--- src/rtl/hseq_pkg.sv ---
`timescale 1ns/1ps
package hseq_pkg;
  localparam int CMD_W = 3;
  localparam logic [CMD_W-1:0] CMD_NONE    = 3'd0;
  localparam logic [CMD_W-1:0] CMD_START   = 3'd1;
  localparam logic [CMD_W-1:0] CMD_PROCESS = 3'd2;
  localparam logic [CMD_W-1:0] CMD_RUN     = 3'd3;
  localparam logic [CMD_W-1:0] CMD_DONE    = 3'd4;

  localparam logic [1:0] MODE_SHA3   = 2'd0;
  localparam logic [1:0] MODE_SHAKE  = 2'd1;
  localparam logic [1:0] MODE_CSHAKE = 2'd2;

  localparam logic [2:0] STR_128 = 3'd0;
  localparam logic [2:0] STR_224 = 3'd1;
  localparam logic [2:0] STR_256 = 3'd2;
  localparam logic [2:0] STR_384 = 3'd3;
  localparam logic [2:0] STR_512 = 3'd4;

  localparam logic [3:0] MB_TRUE  = 4'b0110;
  localparam logic [3:0] ESC_OFF  = 4'b1010;

  localparam logic [1:0] ERR_NONE = 2'd0;
  localparam logic [1:0] ERR_SEQ  = 2'd1;
  localparam logic [1:0] ERR_MS   = 2'd2;
  localparam logic [1:0] ERR_PFX  = 2'd3;

  typedef enum logic [5:0] {
    ST_IDLE = 6'b010110,
    ST_FEED = 6'b101001,
    ST_PROC = 6'b011100,
    ST_ABS  = 6'b110011,
    ST_SQZ  = 6'b000111,
    ST_TERM = 6'b111000
  } state_e;
endpackage

--- src/rtl/hseq_fsm.sv ---
`timescale 1ns/1ps
module hseq_fsm
  import hseq_pkg::*;
(
  input  logic             clk_i,
  input  logic             rst_ni,
  input  logic [CMD_W-1:0] cmd_i,
  input  logic             app_active_i,
  input  logic [3:0]       absorbed_i,
  input  logic             keccak_done_i,
  input  logic [3:0]       escalate_i,
  input  logic [3:0]       clear_i,
  input  logic             seq_err_i,
  output state_e           st_o,
  output logic             start_o
);
  state_e st_q, nxt_seq, nxt;
  logic   esc, clr;

  assign esc = (escalate_i != ESC_OFF);
  assign clr = (clear_i == MB_TRUE);

  always_comb begin
    nxt_seq = st_q;
    case (st_q)
      ST_IDLE: if (!app_active_i && cmd_i == CMD_START) nxt_seq = ST_FEED;
      ST_FEED: if (cmd_i == CMD_PROCESS) nxt_seq = ST_PROC;
      ST_PROC: if (absorbed_i == MB_TRUE) nxt_seq = ST_ABS;
      ST_ABS: begin
        if (cmd_i == CMD_RUN)       nxt_seq = ST_SQZ;
        else if (cmd_i == CMD_DONE) nxt_seq = ST_IDLE;
      end
      ST_SQZ:  if (keccak_done_i) nxt_seq = ST_ABS;
      ST_TERM: nxt_seq = ST_TERM;
      default: nxt_seq = ST_TERM;
    endcase
  end

  always_comb begin
    nxt = seq_err_i ? st_q : nxt_seq;
    if (esc)      nxt = ST_TERM;
    else if (clr) nxt = ST_IDLE;
  end

  always_ff @(posedge clk_i or negedge rst_ni) begin
    if (!rst_ni) st_q <= ST_IDLE;
    else         st_q <= nxt;
  end

  assign st_o    = st_q;
  assign start_o = (st_q == ST_IDLE) && (nxt == ST_FEED);

  AST_ESC_TERM: assert property (@(posedge clk_i) disable iff (!rst_ni)
    esc |=> st_q == ST_TERM);
  AST_CLR_IDLE: assert property (@(posedge clk_i) disable iff (!rst_ni)
    (clr && !esc) |=> st_q == ST_IDLE);
  AST_SEQ_HOLD: assert property (@(posedge clk_i) disable iff (!rst_ni)
    (seq_err_i && !esc && !clr) |=> $stable(st_q));
  AST_PROC_WAIT: assert property (@(posedge clk_i) disable iff (!rst_ni)
    (st_q == ST_PROC && absorbed_i != MB_TRUE && !esc && !clr) |=> st_q == ST_PROC);
  AST_APP_BLOCK: assert property (@(posedge clk_i) disable iff (!rst_ni)
    (st_q == ST_IDLE && app_active_i && !esc && !clr) |=> st_q == ST_IDLE);
  AST_ENC_LEGAL: assert property (@(posedge clk_i) disable iff (!rst_ni)
    st_q inside {ST_IDLE, ST_FEED, ST_PROC, ST_ABS, ST_SQZ, ST_TERM});
endmodule

--- config.mk ---
export PLATFORM = sky130hd
export DESIGN_NAME = hseq_fsm
export DESIGN_NICKNAME = d
export VERILOG_FILES = /design/src/rtl/hseq_pkg.sv /design/src/rtl/hseq_fsm.sv
export SDC_FILE = /design/constraint.sdc
export NUM_CORES = 1
export LEC_CHECK = 0
export BUFFER_PORTS_ARGS = -buffer_cell sky130_fd_sc_hd__clkbuf_2
export CORE_MARGIN = 2
export CORE_UTILIZATION = 31
export CTS_CLUSTER_SIZE = 14
export DETAILED_ROUTE_END_ITERATION = 12
export HOLD_SLACK_MARGIN = 0.03
export RECOVER_POWER = 100
export REMOVE_ABC_BUFFERS = 1
export SLEW_MARGIN = 5
export SYNTH_ARGS = -nofsm -noshare
export SYNTH_HDL_FRONTEND = slang
export SYNTH_SLANG_ARGS = --single-unit
--- constraint.sdc ---
create_clock -name clk_i -period 3.6 [get_ports clk_i]
set_clock_uncertainty 0.1 [all_clocks]
set_input_delay 0.36 -clock clk_i [delete_from_list [all_inputs] [get_ports clk_i]]
set_output_delay 0.36 -clock clk_i [all_outputs]
set_load 0.02 [all_outputs]
==> results of run 1 <==
==> worst max-delay path, delay by kind of cell (launching register included) <==
family                 cells  cell delay (ns)
AND/OR/NAND/NOR            4             0.65
flip-flops                 1             0.63
AO/OA/AOI/OAI              1             0.31
buffers and inverters      1             0.22
==> power by group through the flow <==
stage           logic (W)  clock network, W  registers (W)
6_report        0.0000241         0.0000664      0.0000685
4_1_cts         0.0000246         0.0000699      0.0000686
2_1_floorplan  0.00000829                 0      0.0000697
3_3_place_gp    0.0000232                 0      0.0000695
5_1_grt         0.0000268         0.0000738      0.0000685
3_5_place_dp    0.0000237                 0      0.0000696
==> layout by cell type (no fill, tap or decap), types with 2 or more instances in the layout <==
cell type / instances
nand4bb_1: 3
dfrtp_1: 3
nor2b_1: 4
and4bb_1: 2
a21oi_1: 2
and2_1: 2
clkbuf_1: 8
o21ai_1: 2
nand2_1: 7
and4bb_2: 3
nand3_1: 5
nor4_1: 3
inv_1: 3
o21a_1: 2
clkbuf_4: 3
o211ai_1: 2
nor3_1: 2
nor2_1: 5
o21ai_0: 4
clkbuf_2: 19
dfstp_1: 2
nor3b_1: 2
==> cells by family after synthesis <==
kind of cell           share of synthesized area [%]
buffers and inverters                           1.78
AO/OA/AOI/OAI                                   25.9
flip-flops                                      24.3
AND/OR/NAND/NOR                                 48.0
==> per-layer routing <==
metal	vias to the layer above	wire length [um]	track usage (%)
met3	0	140	3.68
met4	0	0	3.33
met1	315	808	19.2
met5	-	0	0
met2	30	784	24.3
li1	354	-	-
==> final cells by class <==
type                            count  area [um^2]
Multi-Input combinational cell     64          458
Sequential cell                     6          154
Timing Repair Buffer               27          131
Tap cell                           27         33.8
Fill cell                         216         1130
Inverter                            3         11.3
Clock buffer                        4         26.3
==> worst paths after layout <==
check	startpoint	end	slack, ns	depth (start not counted)
min in group asynchronous	rst_ni	st_o[3]$_DFF_PN0_	0.41	2
max reg2reg	st_o[4]$_DFF_PN1_	st_o[5]$_DFF_PN0_	1.65	5
min	seq_err_i	st_o[2]$_DFF_PN1_	0.36	3
max	st_o[4]$_DFF_PN1_	start_o	1.10	6
min reg2reg	st_o[2]$_DFF_PN1_	st_o[2]$_DFF_PN1_	0.46	2
max in group asynchronous	rst_ni	st_o[2]$_DFF_PN1_	2.70	2
==> cell usage after synthesis <==
cell type	number	area share, %
and2_1	2	2.0
nor4_1	3	3.0
nor3b_2	1	2.0
nor4b_2	1	2.4
nand3_1	5	4.0
a31o_1	1	1.4
o21ai_0	3	2.4
dfrtp_1	3	12
nand2b_1	1	0.99
o31ai_2	1	2.0
nor2b_1	4	4.0
nand4bb_1	3	5.3
a21oi_1	2	1.6
inv_1	3	1.8
o32ai_1	1	1.4
nor3_1	1	0.79
nor3b_1	1	1.2
a211oi_2	1	2.0
a32o_1	1	1.6
o211ai_1	2	2.4
or3_1	1	0.99
and4bb_2	3	5.9
dfstp_2	3	12
a21o_1	1	1.2
nor4bb_1	1	1.6
and3b_1	1	1.4
o21ai_1	3	2.4
and4bb_1	2	4.0
o21a_1	2	2.4
o41ai_2	1	2.6
nor2_1	5	3.0
nor3_2	1	1.6
nand2_1	7	4.2
o211a_1	1	1.6
o21bai_1	1	1.2
==> what timing repair did <==
action | in CTS | in global routing
endpoints found under the setup margin | 0 | 0
endpoints found under the hold margin | 4 | 0
hold buffers | 1 | 0
==> stage by stage <==
step | hold WS [ns] | utilization (%)
2_1_floorplan | -0.0356 | -
3_3_place_gp | 0.0868 | 41.0
3_5_place_dp | 0.0880 | 41.0
4_1_cts | 0.349 | 42.9
5_1_grt | 0.363 | 41.9
6_report | 0.358 | 41.9
==> impl_metrics.prom, run 1 <==
# TYPE chip_impl_metric gauge
chip_impl_metric{name="yosys_warnings",unit=""} 0
chip_impl_metric{name="numClockSinks",unit=""} 6
chip_impl_metric{name="drt_first_pass_iters",unit=""} 4
chip_impl_info{name="grt_setup_unrepaired",value="no"} 1
chip_impl_metric{name="grt_pass1_vias",unit=""} 644
chip_impl_metric{name="cap_violations",unit=""} 0
chip_impl_metric{name="routed_wirelength",unit="um"} 1730
chip_impl_metric{name="final.min_clock_period",unit="ns"} 2.50
chip_impl_metric{name="design_area",unit="um^2"} 815
chip_impl_metric{name="place_congestion",unit=""} 0.877
chip_impl_metric{name="critPathMaxFanout",unit=""} 8
chip_impl_info{name="hold_class",value="in2reg"} 1
chip_impl_metric{name="largest_reg_flops",unit=""} 6
chip_impl_info{name="timing.setup.critical_path_class",value="reg2out"} 1
chip_impl_metric{name="setup_tns_final",unit="ns"} 0
chip_impl_metric{name="post_cts_buffers",unit=""} 0
chip_impl_metric{name="post_synth_inst_count",unit=""} 73
chip_impl_metric{name="powerDensity",unit="nW/um^2"} 195
chip_impl_metric{name="design.core.area",unit="um^2"} 1940
chip_impl_metric{name="initial_utilization",unit="%"} 32.6
chip_impl_metric{name="remaining_overflow_grt",unit=""} 0
chip_impl_metric{name="internal_power",unit="W"} 0.000123
chip_impl_info{name="tritoncts",value="done"} 1
chip_impl_metric{name="dieHeight",unit="um"} 49.2
chip_impl_metric{name="seq_power_share",unit="%"} 43.1
chip_impl_metric{name="num_rows",unit=""} 16
chip_impl_metric{name="slowest_delay",unit="ns"} 0.63
chip_impl_metric{name="layout_overhead_on_the_synthesized_area",unit="%"} 28.7
chip_impl_metric{name="synth.yosys.seq_area_share",unit="%"} 24.3
chip_impl_metric{name="vias",unit=""} 699
chip_impl_metric{name="pwr-share-comb",unit="%"} 15.1
chip_impl_metric{name="max_slew_margin",unit="%"} 65.5
chip_impl_metric{name="io_pins",unit=""} 27
chip_impl_metric{name="finalCritPeriodShare",unit="%"} 69.5
chip_impl_info{name="critical-path-top-cell-by-count",value="nor4_1"} 1
chip_impl_metric{name="cts_inserted_buffers",unit=""} 3
chip_impl_metric{name="timing.critical_path.required",unit="ns"} 3.14
chip_impl_metric{name="drt_drc_violations_left",unit=""} 0
chip_impl_metric{name="placed_area",unit="um^2"} 797
chip_impl_metric{name="timing.critical_path.arrival",unit="ns"} 2.04
chip_impl_metric{name="hpwlAfterDp",unit="um"} 1430
chip_impl_metric{name="finalWorstSetupSlack",unit="ns"} 1.10
chip_impl_metric{name="synth_area_per_cell",unit="um^2"} 8.67
chip_impl_metric{name="fmaxAchievable",unit="GHz"} 0.400
chip_impl_metric{name="die_w",unit="um"} 49.2
chip_impl_metric{name="cts.clk_slew.worst_paths",unit="ns"} 0.04
chip_impl_metric{name="routedWlPerCell",unit="um"} 13.2
chip_impl_metric{name="buffer_ports.inserted",unit=""} 26
chip_impl_metric{name="finish.net_count",unit=""} 125
chip_impl_metric{name="post-place-cells",unit=""} 126
chip_impl_metric{name="detail_route.vias_per_cell",unit=""} 5.34
chip_impl_metric{name="p_sw_share",unit="%"} 22.7
chip_impl_metric{name="post_synth_instance_area",unit="um^2"} 633
chip_impl_metric{name="synth-seq-cells",unit=""} 6
chip_impl_metric{name="ctsHtreeMaxLevel",unit=""} 1
chip_impl_info{name="cts-root-buf",value="clkbuf_4"} 1
chip_impl_metric{name="slew_at_the_pin_closest_to_its_max_slew_limit",unit="ns"} 0.511
chip_impl_metric{name="instances_no_fill",unit=""} 131
chip_impl_metric{name="clock_power_share",unit="%"} 41.8
chip_impl_metric{name="grt_max_degree",unit=""} 11
chip_impl_info{name="startpoint_type",value="flip-flop"} 1
chip_impl_metric{name="antenna_cells",unit=""} 0
chip_impl_metric{name="setup_viol_count_final",unit=""} 0
chip_impl_info{name="crit_chain",value="and4bb_2, nand2_1, o21ai_0, nor4_1, nor4_1, clkbuf_2"} 1
chip_impl_metric{name="leakage",unit="nW"} 0.296
chip_impl_metric{name="hold_viol_final",unit=""} 0
chip_impl_info{name="crit_path_top_delay_cell",value="dfstp_1"} 1
chip_impl_metric{name="total_power",unit="W"} 0.000159
chip_impl_metric{name="report.final.slew_viol_count",unit=""} 0
chip_impl_metric{name="ys_types",unit=""} 35
chip_impl_metric{name="die_area",unit="um^2"} 2420
chip_impl_info{name="crit_path_capture_type",value="output pin"} 1
chip_impl_metric{name="final_layout_size_suffix_gt1_share",unit="%"} 28.8
chip_impl_metric{name="dp_slack",unit="ns"} 1.50
chip_impl_metric{name="dr.first_iter.drc_count",unit=""} 9
chip_impl_metric{name="final_antenna_net_count",unit=""} 0
chip_impl_metric{name="clk_latency",unit="ns"} 0.24
chip_impl_metric{name="vdd.ir_drop.worst",unit="mV"} 0.180
chip_impl_metric{name="cts_buffer_depth",unit=""} 2
chip_impl_metric{name="cts_repair_resize_count",unit=""} 0
chip_impl_metric{name="number_of_antenna_violations_at_the_first_check_in_global_routing",unit=""} 0
chip_impl_metric{name="grt_use_total",unit="%"} 14.7
chip_impl_metric{name="p_switching",unit="W"} 0.0000361
chip_impl_info{name="status",value="completed"} 1
chip_impl_metric{name="grt_pass1_wl",unit="um"} 2800
No activity file was read; power rests on OpenSTA's default activity.
==> inputs of run 2 (changes only) <==
clock period = 2.5 ns   (was 3.6 ns; I/O delays follow)
==> impl_metrics.prom, run 2 (synthesis results as in run 1) <==
# TYPE chip_impl_metric gauge
chip_impl_metric{name="placed_area",unit="um^2"} 797
chip_impl_metric{name="initial_utilization",unit="%"} 32.6
chip_impl_metric{name="place_congestion",unit=""} 0.877
chip_impl_metric{name="ctsHtreeMaxLevel",unit=""} 1
chip_impl_metric{name="buffer_ports.inserted",unit=""} 26
chip_impl_metric{name="design.core.area",unit="um^2"} 1940
chip_impl_metric{name="final.min_clock_period",unit="ns"} 2.28
chip_impl_info{name="hold_class",value="in2reg"} 1
chip_impl_metric{name="io_pins",unit=""} 27
chip_impl_metric{name="layout_overhead_on_the_synthesized_area",unit="%"} 28.7
chip_impl_metric{name="dr.first_iter.drc_count",unit=""} 15
chip_impl_metric{name="num_rows",unit=""} 16
chip_impl_metric{name="whs",unit="ns"} 0.248
chip_impl_metric{name="max_slew_margin",unit="%"} 65.5
chip_impl_info{name="startpoint_type",value="flip-flop"} 1
chip_impl_info{name="timing.setup.critical_path_class",value="reg2out"} 1
chip_impl_metric{name="leakage",unit="nW"} 0.295
chip_impl_metric{name="die_area",unit="um^2"} 2420
chip_impl_metric{name="cts.clk_slew.worst_paths",unit="ns"} 0.05
chip_impl_metric{name="grt_pass1_vias",unit=""} 644
chip_impl_metric{name="dieHeight",unit="um"} 49.2
chip_impl_metric{name="cts_inserted_buffers",unit=""} 3
chip_impl_metric{name="detail_route.vias_per_cell",unit=""} 5.44
chip_impl_metric{name="vdd.ir_drop.worst",unit="mV"} 0.259
chip_impl_info{name="layout.cells.most_common_list",value="clkbuf_2, clkbuf_1, nand2_1, nor2_1, nand3_1"} 1
chip_impl_metric{name="grt_max_degree",unit=""} 11
chip_impl_metric{name="finalCritPeriodShare",unit="%"} 91.2
chip_impl_metric{name="largest_reg_flops",unit=""} 6
chip_impl_metric{name="grt_pass1_wl",unit="um"} 2800
chip_impl_metric{name="drt_drc_violations_left",unit=""} 0
chip_impl_metric{name="slew_at_the_pin_closest_to_its_max_slew_limit",unit="ns"} 0.511
chip_impl_metric{name="die_w",unit="um"} 49.2
chip_impl_metric{name="routed_wirelength",unit="um"} 1740
chip_impl_metric{name="remaining_overflow_grt",unit=""} 0
chip_impl_info{name="grt_setup_unrepaired",value="no"} 1
chip_impl_metric{name="finish.net_count",unit=""} 125
chip_impl_metric{name="numClockSinks",unit=""} 6
chip_impl_info{name="worstReg2RegStart",value="st_o[1]$_DFF_PN1_"} 1
chip_impl_info{name="hold_path_startpoint",value="seq_err_i"} 1
chip_impl_metric{name="antenna_cells",unit=""} 0
chip_impl_metric{name="routedWlPerCell",unit="um"} 13.3
chip_impl_metric{name="final.fill_count",unit=""} 216
chip_impl_metric{name="design_area",unit="um^2"} 815
chip_impl_info{name="worst_setup_path_startpoint",value="st_o[1]$_DFF_PN1_"} 1
chip_impl_metric{name="drt_first_pass_iters",unit=""} 4
chip_impl_info{name="cts-root-buf",value="clkbuf_4"} 1
chip_impl_metric{name="number_of_antenna_violations_at_the_first_check_in_global_routing",unit=""} 0
chip_impl_metric{name="powerDensity",unit="nW/um^2"} 281
chip_impl_metric{name="vias",unit=""} 712
chip_impl_metric{name="hpwlAfterDp",unit="um"} 1430
chip_impl_metric{name="clk_latency",unit="ns"} 0.24
chip_impl_metric{name="setup_viol_count_final",unit=""} 0
chip_impl_metric{name="report.final.slew_viol_count",unit=""} 0
chip_impl_metric{name="timing.critical_path.required",unit="ns"} 2.15
chip_impl_metric{name="final_antenna_net_count",unit=""} 0
chip_impl_info{name="final_common_cell",value="clkbuf_2"} 1
chip_impl_metric{name="final_layout_size_suffix_gt1_share",unit="%"} 29.8
chip_impl_metric{name="setup_tns_final",unit="ns"} 0
chip_impl_metric{name="cts_buffer_depth",unit=""} 2
chip_impl_metric{name="hold_viol_final",unit=""} 0
chip_impl_info{name="status",value="completed"} 1
chip_impl_metric{name="cap_violations",unit=""} 0
chip_impl_metric{name="critPathMaxFanout",unit=""} 8
chip_impl_metric{name="fmaxAchievable",unit="GHz"} 0.439
chip_impl_info{name="tritoncts",value="done"} 1
chip_impl_info{name="crit_path_capture_type",value="output pin"} 1
chip_impl_metric{name="grt_use_total",unit="%"} 14.7
chip_impl_metric{name="timing.critical_path.arrival",unit="ns"} 1.93
[run 2: per-stage QoR]
step | power (W) | std cells | utilization (%) | setup slack, ns
after global placement | 0.000133 | 126 | 41.0 | 0.566
after floorplan | 0.000112 | 73 | - | 0.291
after detailed placement | 0.000134 | 126 | 41.0 | 0.511
after global routing | 0.000244 | 131 | 41.9 | 0.0759
final | 0.000229 | 131 | 41.9 | 0.221
after CTS | 0.000235 | 131 | 42.9 | 0.243
[run 2: worst paths after layout]
check	end	slack, ns	cells after the start
max in group asynchronous	st_o[2]$_DFF_PN1_	1.71	2
min in group asynchronous	st_o[3]$_DFF_PN0_	0.30	2
max	start_o	0.22	6
max reg2reg	st_o[3]$_DFF_PN0_	0.52	5
min	st_o[2]$_DFF_PN1_	0.25	3
min reg2reg	st_o[2]$_DFF_PN1_	0.46	2
[run 2: critical path: stages (launching register included)]
cell and delay (ns):
dfstp_1 0.64, and4bb_1 0.28, nand3_1 0.12, o21ai_1 0.17, nor4_1 0.07, nor4_1 0.19, clkbuf_2 0.22
[run 2: final cells by class]
class / instances / area (um^2) / area share (%)
multi-input combinational: 64 / 458 / 56.2
sequential: 6 / 154 / 18.9
timing repair buffer: 27 / 131 / 16.1
tap: 27 / 33.8 / 4.15
clock buffer: 4 / 26.3 / 3.23
inverter: 3 / 11.3 / 1.38
[run 2: report_power, final]
part	switching, W	total (W)	internal, W	leakage [nW]
Combinational	0.0000161	0.0000347	0.0000186	0.217
Clock	0.0000351	0.0000956	0.0000605	0.0150
Sequential	0.000000786	0.0000987	0.0000980	0.0629
Total	0.0000521	0.000229	0.000177	0.295
[run 2: layer usage]
metal | track usage [%] | vias to the layer above | share of wire (%)
met5 | 0 | - | 0
met4 | 3.33 | 0 | 0
li1 | - | 353 | -
met2 | 24.3 | 35 | 46
met3 | 3.68 | 0 | 8.0
met1 | 19.2 | 324 | 46
[run 2: what timing repair did]
item	CTS	global route
endpoints found under the hold margin	6	0
hold buffers	1	0
buffers inserted	0	0
gates resized for setup	0	0
setup endpoints to repair	0	0
==> inputs of run 3 (changes only) <==
BUFFER_PORTS_ARGS = -buffer_cell sky130_fd_sc_hd__buf_2   (was -buffer_cell sky130_fd_sc_hd__clkbuf_2)
CORE_UTILIZATION = 23   (was 31)
==> impl_metrics.prom, run 3 (synthesis results as in run 1) <==
# TYPE chip_impl_metric gauge
chip_impl_metric{name="leakage",unit="nW"} 0.290
chip_impl_info{name="startpoint_type",value="flip-flop"} 1
chip_impl_metric{name="powerDensity",unit="nW/um^2"} 280
chip_impl_metric{name="layout_overhead_on_the_synthesized_area",unit="%"} 28.5
chip_impl_metric{name="remaining_overflow_grt",unit=""} 0
chip_impl_metric{name="grt_use_total",unit="%"} 12.7
chip_impl_info{name="final_common_cell",value="buf_2"} 1
chip_impl_info{name="status",value="completed"} 1
chip_impl_metric{name="finish.net_count",unit=""} 125
chip_impl_metric{name="report.final.slew_viol_count",unit=""} 0
chip_impl_metric{name="dr.first_iter.drc_count",unit=""} 26
chip_impl_metric{name="finalCritPeriodShare",unit="%"} 90.3
chip_impl_metric{name="detail_route.vias_per_cell",unit=""} 5.53
chip_impl_metric{name="cts_buffer_depth",unit=""} 2
chip_impl_metric{name="total_power",unit="W"} 0.000228
chip_impl_metric{name="cts.clk_slew.worst_paths",unit="ns"} 0.04
chip_impl_metric{name="post_cts_buffers",unit=""} 0
chip_impl_metric{name="place_congestion",unit=""} 0.871
chip_impl_metric{name="timing.critical_path.required",unit="ns"} 2.15
chip_impl_metric{name="clk_latency",unit="ns"} 0.24
chip_impl_metric{name="largest_reg_flops",unit=""} 6
chip_impl_metric{name="hold_viol_final",unit=""} 0
chip_impl_metric{name="final.fill_count",unit=""} 292
chip_impl_metric{name="vdd.ir_drop.worst",unit="mV"} 0.267
chip_impl_metric{name="dieHeight",unit="um"} 56.5
chip_impl_metric{name="initial_utilization",unit="%"} 23.6
chip_impl_info{name="timing.setup.critical_path_class",value="reg2out"} 1
chip_impl_metric{name="setup_tns_final",unit="ns"} 0
chip_impl_info{name="grt_setup_unrepaired",value="no"} 1
chip_impl_metric{name="ctsHtreeMaxLevel",unit=""} 1
chip_impl_metric{name="die_area",unit="um^2"} 3190
chip_impl_metric{name="grt_max_degree",unit=""} 11
chip_impl_info{name="hold_class",value="in2reg"} 1
chip_impl_info{name="tritoncts",value="done"} 1
chip_impl_metric{name="critPathMaxFanout",unit=""} 8
chip_impl_info{name="cts-root-buf",value="clkbuf_4"} 1
chip_impl_metric{name="final_layout_size_suffix_gt1_share",unit="%"} 30.8
chip_impl_metric{name="vias",unit=""} 746
chip_impl_metric{name="cts_repair_resize_count",unit=""} 0
chip_impl_metric{name="final.min_clock_period",unit="ns"} 2.26
chip_impl_info{name="crit_path_capture_type",value="output pin"} 1
chip_impl_metric{name="slew_at_the_pin_closest_to_its_max_slew_limit",unit="ns"} 0.604
chip_impl_metric{name="fmaxAchievable",unit="GHz"} 0.443
chip_impl_metric{name="cap_violations",unit=""} 0
chip_impl_metric{name="buffer_ports.inserted",unit=""} 26
chip_impl_metric{name="timing.critical_path.arrival",unit="ns"} 1.91
chip_impl_info{name="layout.cells.most_common_list",value="buf_2, nand2_1, clkbuf_1, nor2_1, nand3_1"} 1
chip_impl_metric{name="routed_wirelength",unit="um"} 1910
chip_impl_metric{name="die_w",unit="um"} 56.5
chip_impl_metric{name="number_of_antenna_violations_at_the_first_check_in_global_routing",unit=""} 0
chip_impl_metric{name="grt_pass1_wl",unit="um"} 3160
chip_impl_metric{name="max_slew_margin",unit="%"} 59.2
chip_impl_metric{name="grt_pass1_vias",unit=""} 729
chip_impl_metric{name="numClockSinks",unit=""} 6
chip_impl_metric{name="io_pins",unit=""} 27
chip_impl_metric{name="antenna_cells",unit=""} 0
chip_impl_metric{name="num_rows",unit=""} 19
chip_impl_metric{name="setup_viol_count_final",unit=""} 0
chip_impl_metric{name="cts_inserted_buffers",unit=""} 3
chip_impl_metric{name="drt_drc_violations_left",unit=""} 0
chip_impl_metric{name="design.core.area",unit="um^2"} 2690
chip_impl_metric{name="drt_first_pass_iters",unit=""} 4
chip_impl_metric{name="final_antenna_net_count",unit=""} 0
chip_impl_metric{name="routedWlPerCell",unit="um"} 14.1
[run 3: changes by cell type in the layout (fill, tap and decap cells not counted), sizes merged]
cell and delta:
buf +19, clkbuf -19
[run 3: final timing paths]
| kind | cells after the start | endpoint | start | slack, ns |
|---|---|---|---|---|
| min | 3 | st_o[2]$_DFF_PN1_ | seq_err_i | 0.25 |
| min in group asynchronous | 2 | st_o[3]$_DFF_PN0_ | rst_ni | 0.29 |
| max | 6 | start_o | st_o[4]$_DFF_PN1_ | 0.24 |
| max in group asynchronous | 2 | st_o[4]$_DFF_PN1_ | rst_ni | 1.72 |
| min reg2reg | 2 | st_o[2]$_DFF_PN1_ | st_o[2]$_DFF_PN1_ | 0.48 |
| max reg2reg | 5 | st_o[3]$_DFF_PN0_ | st_o[1]$_DFF_PN1_ | 0.57 |
[run 3: repair_timing]
item | CTS | global route
endpoints found under the hold margin | 6 | 0
setup endpoints to repair | 0 | 0
hold buffers | 1 | 0
[run 3: routing by layer]
layer	share of wire (%)	up-vias	wire (um)	global-route usage, %
li1	-	352	-	-
met1	42	337	793	15.0
met2	48	55	911	22.6
met3	9.7	2	185	3.23
met4	0.89	0	17	3.06
met5	0	-	0	0
[run 3: stage by stage]
stage | area, um^2 | instances | worst slack [ns] | hold WS (ns) | utilization, %
after floorplan | 633 | 73 | 0.291 | -0.146 | -
after global placement | 802 | 130 | 0.570 | -0.0280 | 29.9
after detailed placement | 802 | 130 | 0.544 | -0.0249 | 29.9
after CTS | 838 | 135 | 0.264 | 0.240 | 31.2
after global routing | 813 | 135 | 0.0585 | 0.255 | 30.3
final | 813 | 135 | 0.243 | 0.249 | 30.3
[run 3: area by class of cell]
class / count / area (um^2) / share of cell area, %
Tap cell: 31 / 38.8 / 4.77
Multi-Input combinational cell: 64 / 450 / 55.4
Inverter: 3 / 11.3 / 1.38
Timing Repair Buffer: 27 / 133 / 16.3
Sequential cell: 6 / 154 / 18.9
Clock buffer: 4 / 26.3 / 3.23
[run 3: critical path, stage by stage (launching register included)]
cell and delay [ns]:
dfstp_2 0.59, and4bb_2 0.29, nand2_1 0.08, o21ai_1 0.23, nor4_1 0.07, nor4_1 0.19, clkbuf_2 0.22
[run 3: power by group]
part	leakage, nW	total (W)	internal, W	switching, W
Combinational	0.213	0.0000349	0.0000185	0.0000164
Sequential	0.0626	0.0000990	0.0000981	0.000000828
Clock	0.0150	0.0000942	0.0000604	0.0000338
Total	0.290	0.000228	0.000177	0.0000511
